==> config.mk <==
export PLATFORM = sky130hd
export DESIGN_NAME = flit_segmenter
export DESIGN_NICKNAME = d
export VERILOG_FILES = /design/src/rtl/seg_pkg.sv /design/src/rtl/seg_rst_sync.sv /design/src/rtl/seg_pkt_hold.sv /design/src/rtl/seg_dest_pick.sv /design/src/rtl/seg_chunk_sel.sv /design/src/rtl/seg_ctrl.sv /design/src/rtl/flit_segmenter.sv
export SDC_FILE = /design/constraint.sdc
export NUM_CORES = 1
export LEC_CHECK = 0
export BUFFER_PORTS_ARGS = -buffer_cell sky130_fd_sc_hd__buf_2
export CAP_MARGIN = 40
export CORE_UTILIZATION = 50
export DETAILED_ROUTE_END_ITERATION = 7
export PLACE_DENSITY = 0.87
export SKIP_CTS_REPAIR_TIMING = 1
export SLEW_MARGIN = 20
export SYNTH_ARGS = -nofsm -noshare
export SYNTH_HDL_FRONTEND = slang
export SYNTH_SLANG_ARGS = --single-unit
==> constraint.sdc <==
create_clock -name clk -period 1.7 [get_ports clk]
set_input_delay 0.085 -clock clk [delete_from_list [all_inputs] [get_ports clk]]
set_output_delay 0.085 -clock clk [all_outputs]
set_load 0.1 [all_outputs]
==> src/rtl/seg_pkg.sv <==
package seg_pkg;

  typedef enum logic [1:0] {
    FK_HEAD   = 2'b00,
    FK_BODY   = 2'b01,
    FK_TAIL   = 2'b10,
    FK_SINGLE = 2'b11
  } flit_kind_e;

  // Kind from position within one copy; a one-flit copy is both first and last.
  function automatic flit_kind_e kind_of(input logic is_first, input logic is_last);
    if (is_first && is_last) return FK_SINGLE;
    if (is_first)            return FK_HEAD;
    if (is_last)             return FK_TAIL;
    return FK_BODY;
  endfunction

endpackage

==> src/rtl/seg_rst_sync.sv <==
module seg_rst_sync (
  input  logic clk,
  input  logic rst_n,
  output logic rst_sync_n
);
  logic [1:0] sync_q;

  always_ff @(posedge clk or negedge rst_n) begin
    if (!rst_n) sync_q <= 2'b00;
    else        sync_q <= {sync_q[0], 1'b1};
  end

  assign rst_sync_n = sync_q[1];
endmodule

==> src/rtl/seg_pkt_hold.sv <==
module seg_pkt_hold #(
  parameter int BODY_W  = 40,
  parameter int CLASS_W = 2
) (
  input  logic               clk,
  input  logic               rst_n,
  input  logic               load_en,
  input  logic [BODY_W-1:0]  body_in,
  input  logic [CLASS_W-1:0] class_in,
  output logic [BODY_W-1:0]  body_q,
  output logic [CLASS_W-1:0] class_q
);
  logic [BODY_W-1:0]  body_d;
  logic [CLASS_W-1:0] class_d;

  always_comb begin
    body_d  = body_q;
    class_d = class_q;
    if (load_en) begin
      body_d  = body_in;
      class_d = class_in;
    end
  end

  always_ff @(posedge clk or negedge rst_n) begin
    if (!rst_n) begin
      body_q  <= '0;
      class_q <= '0;
    end else if (load_en) begin
      body_q  <= body_d;
      class_q <= class_d;
    end
  end
endmodule

==> src/rtl/seg_dest_pick.sv <==
module seg_dest_pick #(
  parameter int NUM_DEST = 4,
  parameter int DEST_W   = 2
) (
  input  logic [NUM_DEST-1:0] mask,
  output logic [DEST_W-1:0]   pick_idx,
  output logic [NUM_DEST-1:0] pick_onehot
);
  // Lowest set bit wins: scan from the top so the last hit is the lowest.
  always_comb begin
    pick_idx = '0;
    for (int i = NUM_DEST - 1; i >= 0; i--) begin
      if (mask[i]) pick_idx = DEST_W'(i);
    end
  end

  always_comb begin
    pick_onehot = mask & (~mask + NUM_DEST'(1));
  end
endmodule

==> src/rtl/seg_chunk_sel.sv <==
module seg_chunk_sel #(
  parameter int BODY_W    = 40,
  parameter int PAYLOAD_W = 16,
  parameter int NFLIT     = 3,
  parameter int IDX_W     = 2
) (
  input  logic [BODY_W-1:0]    body,
  input  logic [IDX_W-1:0]     idx,
  output logic [PAYLOAD_W-1:0] chunk
);
  localparam int PAD_W = NFLIT * PAYLOAD_W;

  logic [PAD_W-1:0]     padded;
  logic [PAYLOAD_W-1:0] slice [NFLIT];

  assign padded = PAD_W'(body);

  for (genvar g = 0; g < NFLIT; g++) begin : g_slice
    assign slice[g] = padded[g*PAYLOAD_W +: PAYLOAD_W];
  end

  always_comb begin
    chunk = '0;
    for (int i = 0; i < NFLIT; i++) begin
      if (idx == IDX_W'(i)) chunk = slice[i];
    end
  end
endmodule

==> src/rtl/seg_ctrl.sv <==
module seg_ctrl #(
  parameter int NUM_DEST = 4,
  parameter int NFLIT    = 3,
  parameter int IDX_W    = 2
) (
  input  logic                clk,
  input  logic                rst_n,
  input  logic                pkt_valid,
  input  logic [NUM_DEST-1:0] pkt_dest_mask,
  input  logic                credit_sel,
  input  logic [NUM_DEST-1:0] pick_onehot,
  output logic                load_en,
  output logic                fire,
  output logic                busy_q,
  output logic [NUM_DEST-1:0] mask_q,
  output logic [IDX_W-1:0]    idx_q,
  output logic                first_flit,
  output logic                last_flit
);
  localparam logic [IDX_W-1:0] LAST_IDX = IDX_W'(NFLIT - 1);

  logic                busy_d;
  logic [NUM_DEST-1:0] mask_d;
  logic [IDX_W-1:0]    idx_d;
  logic                state_en;

  always_comb begin
    load_en    = pkt_valid & ~busy_q;
    fire       = busy_q & credit_sel;
    first_flit = (idx_q == '0);
    last_flit  = (idx_q == LAST_IDX);
    state_en   = load_en | fire;
    busy_d     = busy_q;
    mask_d     = mask_q;
    idx_d      = idx_q;
    if (load_en) begin
      mask_d = pkt_dest_mask;
      busy_d = |pkt_dest_mask;
      idx_d  = '0;
    end else if (fire) begin
      if (last_flit) begin
        idx_d  = '0;
        mask_d = mask_q & ~pick_onehot;
        busy_d = |mask_d;
      end else begin
        idx_d = idx_q + IDX_W'(1);
      end
    end
  end

  always_ff @(posedge clk or negedge rst_n) begin
    if (!rst_n) begin
      busy_q <= 1'b0;
      mask_q <= '0;
      idx_q  <= '0;
    end else if (state_en) begin
      busy_q <= busy_d;
      mask_q <= mask_d;
      idx_q  <= idx_d;
    end
  end

  // a cycle without credit leaves the stream position untouched
  assert_stall_hold_R6: assert property (@(posedge clk) disable iff (!rst_n)
    (busy_q && !credit_sel) |=> ($stable(idx_q) && $stable(mask_q) && busy_q));

  // retiring a copy removes exactly one destination
  assert_copy_retire_R4: assert property (@(posedge clk) disable iff (!rst_n)
    (fire && last_flit) |=> ($countones(mask_q) == $countones($past(mask_q)) - 1));

  // within a copy the position advances by one per sent flit
  assert_step_one_R9: assert property (@(posedge clk) disable iff (!rst_n)
    (fire && !last_flit) |=> (idx_q == $past(idx_q) + IDX_W'(1)));
endmodule

==> src/rtl/flit_segmenter.sv <==
module flit_segmenter #(
  parameter int BODY_W    = 40,
  parameter int PAYLOAD_W = 16,
  parameter int NUM_DEST  = 4,
  parameter int NUM_VC    = 4,
  localparam int CLASS_W  = (NUM_VC > 1) ? $clog2(NUM_VC) : 1,
  localparam int DEST_W   = (NUM_DEST > 1) ? $clog2(NUM_DEST) : 1
) (
  input  logic                 clk,
  input  logic                 rst_n,
  input  logic                 pkt_valid,
  output logic                 pkt_ready,
  input  logic [BODY_W-1:0]    pkt_body,
  input  logic [CLASS_W-1:0]   pkt_class,
  input  logic [NUM_DEST-1:0]  pkt_dest_mask,
  input  logic [NUM_VC-1:0]    vc_credit_on,
  output logic                 flit_valid,
  output logic [1:0]           flit_kind,
  output logic [CLASS_W-1:0]   flit_vcid,
  output logic [DEST_W-1:0]    flit_dest,
  output logic [PAYLOAD_W-1:0] flit_payload
);
  import seg_pkg::*;

  localparam int NFLIT = (BODY_W + PAYLOAD_W - 1) / PAYLOAD_W;
  localparam int IDX_W = (NFLIT > 1) ? $clog2(NFLIT) : 1;

  logic                rst_sync_n;
  logic                load_en;
  logic                fire;
  logic                busy_q;
  logic [NUM_DEST-1:0] mask_q;
  logic [IDX_W-1:0]    idx_q;
  logic                first_flit;
  logic                last_flit;
  logic [BODY_W-1:0]   body_q;
  logic [CLASS_W-1:0]  class_q;
  logic [NUM_DEST-1:0] pick_onehot;
  logic [DEST_W-1:0]   pick_idx;
  logic                credit_sel;

  seg_rst_sync u_rst (
    .clk        (clk),
    .rst_n      (rst_n),
    .rst_sync_n (rst_sync_n)
  );

  seg_pkt_hold #(.BODY_W(BODY_W), .CLASS_W(CLASS_W)) u_hold (
    .clk      (clk),
    .rst_n    (rst_sync_n),
    .load_en  (load_en),
    .body_in  (pkt_body),
    .class_in (pkt_class),
    .body_q   (body_q),
    .class_q  (class_q)
  );

  seg_dest_pick #(.NUM_DEST(NUM_DEST), .DEST_W(DEST_W)) u_pick (
    .mask        (mask_q),
    .pick_idx    (pick_idx),
    .pick_onehot (pick_onehot)
  );

  assign credit_sel = vc_credit_on[class_q];

  seg_ctrl #(.NUM_DEST(NUM_DEST), .NFLIT(NFLIT), .IDX_W(IDX_W)) u_ctrl (
    .clk           (clk),
    .rst_n         (rst_sync_n),
    .pkt_valid     (pkt_valid),
    .pkt_dest_mask (pkt_dest_mask),
    .credit_sel    (credit_sel),
    .pick_onehot   (pick_onehot),
    .load_en       (load_en),
    .fire          (fire),
    .busy_q        (busy_q),
    .mask_q        (mask_q),
    .idx_q         (idx_q),
    .first_flit    (first_flit),
    .last_flit     (last_flit)
  );

  seg_chunk_sel #(.BODY_W(BODY_W), .PAYLOAD_W(PAYLOAD_W), .NFLIT(NFLIT), .IDX_W(IDX_W)) u_chunk (
    .body  (body_q),
    .idx   (idx_q),
    .chunk (flit_payload)
  );

  assign pkt_ready  = ~busy_q;
  assign flit_valid = fire;
  assign flit_kind  = kind_of(first_flit, last_flit);
  assign flit_vcid  = class_q;
  assign flit_dest  = pick_idx;

  // a flit only leaves on a channel whose credit is on
  assert_credit_gate_R6: assert property (@(posedge clk) disable iff (!rst_n)
    flit_valid |-> vc_credit_on[flit_vcid]);

  // no acceptance while a flit stream is in flight
  assert_ready_idle_R5: assert property (@(posedge clk) disable iff (!rst_n)
    !(pkt_ready && flit_valid));

  // the served destination is still pending in the stored mask
  assert_dest_pending_R4: assert property (@(posedge clk) disable iff (!rst_n)
    flit_valid |-> mask_q[flit_dest]);

  // an empty mask never starts a stream
  assert_empty_drop_R7: assert property (@(posedge clk) disable iff (!rst_n)
    (pkt_valid && pkt_ready && (pkt_dest_mask == '0)) |=> pkt_ready);
endmodule

After elaboration in Yosys (flattened, before gate mapping)
Index checks and enable logic that the tools add are counted.
{"block": "op_classes", "mux": 30, "eq_ne": 2, "div": 0, "multipliers": 0, "shifts": 0, "bitwise_logic": 8, "n_reduce_logical": 8, "add_sub_neg": 2, "n_lt_le_gt_ge": 1}
{"cell": "16-bit two-way mux", "count": 3}
{"cell": "2-bit two-way mux", "count": 13}
{"cell": "4-bit two-way mux", "count": 3}
{"cell": "1-bit two-way mux", "count": 10}
{"cell": "4-bit bitwise AND", "count": 2}
{"cell": "4-bit inverter", "count": 2}
{"cell": "4-bit OR reduction", "count": 2}
{"cell": "4-bit by 1-bit adder with 4-bit output (second input constant)", "count": 1}
{"cell": "2-bit nonzero test", "count": 2}
{"cell": "2-bit by 3-bit < comparator with 1-bit output (second input constant)", "count": 1}
{"cell": "3-bit AND reduction", "count": 1}
{"cell": "2-bit by 1-bit adder with 2-bit output (second input constant)", "count": 1}
{"cell": "1-bit bitwise AND", "count": 2}
{"cell": "1-bit binary-select mux with 2-bit select", "count": 1}
{"cell": "2-bit by 1-bit == test with 1-bit output (second input constant)", "count": 1}
{"cell": "2-bit == test (second input constant)", "count": 1}
{"cell": "2-bit logical NOT", "count": 1}
{"cell": "2-bit AND reduction", "count": 1}
{"cell": "1-bit logical AND", "count": 1}
{"cell": "1-bit inverter", "count": 1}
{"cell": "1-bit bitwise OR", "count": 1}
{"block": "word_totals", "output_inout_bits": 24, "in_bits": 53, "mem_bits_ro": 0, "mem_bits_rw": 0, "n_memories": 0, "latchBits": 0, "reg_bits": 51, "word_cells": 57}

Depth between registers and ports, before layout
{"block": "depth", "word_depth": 9, "depth_mapped": 5, "ltp_nobuf": 4}

By module
From an unflattened synthesis, not the netlist that was laid out.
{"block": "hier_totals", "cells_unflattened": 179, "area_unflattened_um2": 2627.5}
{"mod": "seg_pkt_hold", "seq_area_each_um2": 1051.0, "cells_per_inst": 89, "n_inst": 1, "area_each_um2": 1765.4}
{"mod": "seg_ctrl", "seq_area_each_um2": 175.2, "cells_per_inst": 34, "n_inst": 1, "area_each_um2": 355.3}
{"mod": "seg_chunk_sel", "seq_area_each_um2": 0.0, "cells_per_inst": 38, "n_inst": 1, "area_each_um2": 322.8}
{"mod": "seg_dest_pick", "seq_area_each_um2": 0.0, "cells_per_inst": 9, "n_inst": 1, "area_each_um2": 68.8}
{"mod": "flit_segmenter", "seq_area_each_um2": 0.0, "cells_per_inst": 6, "n_inst": 1, "area_each_um2": 61.3}
{"mod": "seg_rst_sync", "seq_area_each_um2": 50.0, "cells_per_inst": 3, "n_inst": 1, "area_each_um2": 53.8}

Least setup slack after synthesis
No wires, ideal clock.
{"block": "synth_path", "path_type": "register to output", "from": "register u_ctrl.idx_q[1]", "to": "output port flit_payload[1]", "n_path_buf": 2, "path_stages_with_launch": 4, "arrival_ns": 2.864, "required_time_ns": 1.615, "slack_ns": -1.249, "path_cell_list": "dfrtp_1 > clkbuf_1 > clkbuf_1 > o21ai_0"}
{"block": "synth_between", "elab_chain_len": 4, "elab_cells_between_ends": 6, "classes_between": "2 x eq/ne; 3 x mux; 1 x reduce/logical"}
{"item": "start, declared", "line_no": "seg_ctrl.sv:16", "text": "output logic [IDX_W-1:0] idx_q,"}
{"item": "start signal, assigned", "line_no": "seg_ctrl.sv:59", "text": "idx_q <= idx_d;"}
{"item": "2-bit logical NOT", "line_no": "seg_chunk_sel.sv:25", "text": "if (idx == IDX_W'(i)) chunk = slice[i];"}
{"item": "16-bit two-way mux (2 in a row)", "line_no": "seg_chunk_sel.sv:25"}
{"item": "16-bit two-way mux (*)", "line_no": "seg_chunk_sel.sv:25"}
{"item": "end, declared", "line_no": "flit_segmenter.sv:21", "text": "output logic [PAYLOAD_W-1:0] flit_payload"}
Mark *: on every way between the ends. The rest lies on a longest branch, timed or not.

Final worst setup path
{"block": "layout_path", "from": "register u_ctrl.idx_q[0]", "to": "output port flit_payload[11]"}
The elaborated chain is that of the path after synthesis.

==> run summary <==
Register area: 1280 um2
Max-Slew Margin vs Limit: 66.0%
Detailed placer's ending HPWL: 4060 um
Mux cell area share after synthesis: 8.09%
Syn Area/Cell: 8.58 um2
TritonCTS buffer count: 5
Final period util: 101%
Max-cap violation count: 0
CTS H-Tree Depth: 2
Initial antenna violation count: 0
Initial DRC count: 157
Std-Cell Rows: 24
Routed vias/inst: 5.26
1st-pass router iterations: 6
Post-synthesis sequential area ratio: 54.3%
R2r worst-path depth: 4
Worst setup margin: -0.0120 ns
Area share of and/or/nand/nor cells after synthesis: 27.1%
Vias: 2320
CP max FO: 13
Xor and xnor fraction of the mapped netlist area: 0%
Largest family of logic cells by synthesized area: simple AND/OR/NAND/NOR gates
Global Route Usage Sum: 23.6%
Diodes inserted: 0
Detail Route Antenna Nets: 0
Core area: 4440 um2
Worst Skew: 0.0159 ns
Starting Density: 52.9%
Top-area cell type share of the netlist area: 54.3%
Mapped cell area: 2350 um2
Clk buf depth: 2
Clk_lat worst skew: 0.31 ns
Area contributors post-synth: dfrtp_1 54%, nand2_1 23%, mux2i_1 8.1%, nor2_1 2.2%, buf_2 2.1%
TritonCTS clock tree: yes
Clock Pin Slew Worst Setup and Hold Paths: 0.10 ns
Syn Inst Count: 274
Final Hold Vio Count: 5
Arr. time, crit path: 1.63 ns
Num ports: 77
Post-synth top flop: dfrtp_1
Maximum clock rate: 584 MHz
Final min period: 1.71 ns
# fillers: 242
Post-route cell area: 3670 um2
Total Wirelength: 6790 um
Unique masters post-synth: 26
Synth-to-layout area growth: 56.3%
Yosys reg bits: 51
Worst path required time: 1.62 ns
Share of layout cells above drive strength 1: 31.6%
# DRC: 8
PortBufs: 76
Die W: 70.6 um
Status: finished with violations
Area leader, netlist: dfrtp_1
Clock Root Buffer: clkbuf_8
CP endpoint kind: output pin
Number of flops mapped to enable cells by yosys: 0
Area occupied by multi-input gates: 1110 um2
Post-synth top cells: 142 x nand2_1, 51 x dfrtp_1, 19 x mux2i_1
Setup-failing EPs final: 1
Global-route wire length before repair: 9080 um
Critical Path Source Type: flip-flop
WL/cell: 15.4 um
NumNets Final: 442
Hold Path Depth: 3
Placement Cell Area: 3230 um2
Grt total ovfl: 0
DIE AREA: 4980 um2
Fin. max-slew vios: 0
Synth Warn #: 0
Asr flop ratio synth: 100%
Vias in the first global route: 2059
Synthesized Nets: 327
Most frequent cell after synthesis: nand2_1
CP Class: flip-flop to output pin
Failing checks: DRC, hold timing, setup timing
GP Congestion: 0.867
Min Hold Slack: -0.0189 ns
Hold/Removal Path Class: input port to flip-flop
Worst Max-Slew Pin Slew: 0.511 ns
Synth Area in Compound Gates: 6.66%
Die height: 70.6 um
CTS sink count: 51
Adder-Cell Fraction of Synth Area: 0%
Largest net degree at the start of global routing: 29
-- layout by cell type (no fill, tap or decap), drive strengths merged --
master,count
nand3,1
nand2,142
o22ai,2
nor2b,2
nor2,14
and2,1
mux2i,19
inv,3
a21oi,2
dlygate4sd3,37
o31ai,1
a22o,1
dfrtp,51
nor3,1
a41oi,1
buf,87
o21ai,9
nor4,1
nand2b,2
o221ai,1
o2111ai,1
a31oi,1
conb,1
clkbuf,7
a21o,1
-- kinds of logic (layout without fill, tap and decap cells) --
| group | count (synthesis) | after routing |
|---|---|---|
| other cells | 1 | 1 |
| flops | 51 | 51 |
| simple gates | 164 | 164 |
| buf+inv | 19 | 134 |
| compound gates | 20 | 20 |
| mux | 19 | 19 |
-- stage by stage --
step / setup TNS, ns / utilization [%] / setup slack, ns / std cells
floorplan: -2.17 / - / -0.368 / 274
global placement: 0 / 72.6 / 0.392 / 397
detailed placement: 0 / 72.6 / 0.344 / 397
CTS: 0 / 74.3 / 0.0982 / 404
global route: -0.0968 / 82.7 / -0.0609 / 441
finish: -0.0120 / 82.7 / -0.0120 / 441
-- registers in the layout (all words and copies together), names as in the netlist --
| name | cells |
|---|---|
| u_ctrl.busy_q | 1 |
| u_ctrl.idx_q | 2 |
| u_ctrl.mask_q | 4 |
| u_hold.body_q | 40 |
| u_hold.class_q | 2 |
| u_rst.sync_q | 2 |
-- final timing paths --
kind                                       from                 to  slack (ns)
worst max-delay path            u_ctrl.idx_q[0]   flit_payload[11]       -0.01
worst min-delay path                pkt_body[2]   u_hold.body_q[2]       -0.02
worst max register to register    u_ctrl.busy_q  u_hold.body_q[27]        0.31
worst min register to register  u_rst.sync_q[1]  u_hold.class_q[0]        0.23
max in group asynchronous       u_rst.sync_q[1]   u_hold.body_q[7]        0.93
min in group asynchronous                 rst_n    u_rst.sync_q[0]        0.08
-- worst max-delay path, cell delays in order, from the launching register on --
cell and delay (ns):
dfrtp_1 0.39, buf_4 0.27, mux2i_1 0.39, nor2_4 0.08
buf_12 0.18
-- per-layer routing --
| metal | global-route usage (%) | share of wire (%) |
|---|---|---|
| met3 | 6.27 | 6.2 |
| met1 | 30.5 | 39 |
| met5 | 0 | 0 |
| met2 | 38.8 | 52 |
| met4 | 8.44 | 2.2 |
-- final cells by class --
| type | instances | share of cell area, % |
|---|---|---|
| Sequential cell | 51 | 34.8 |
| Timing Repair Buffer | 124 | 30.8 |
| Multi-Input combinational cell | 204 | 30.2 |
| Clock buffer | 7 | 2.08 |
| Tap cell | 52 | 1.77 |
| Inverter | 3 | 0.307 |
Power is not shown: default switching activity piles up to over one toggle a cycle in this logic, so the estimate is an artifact.
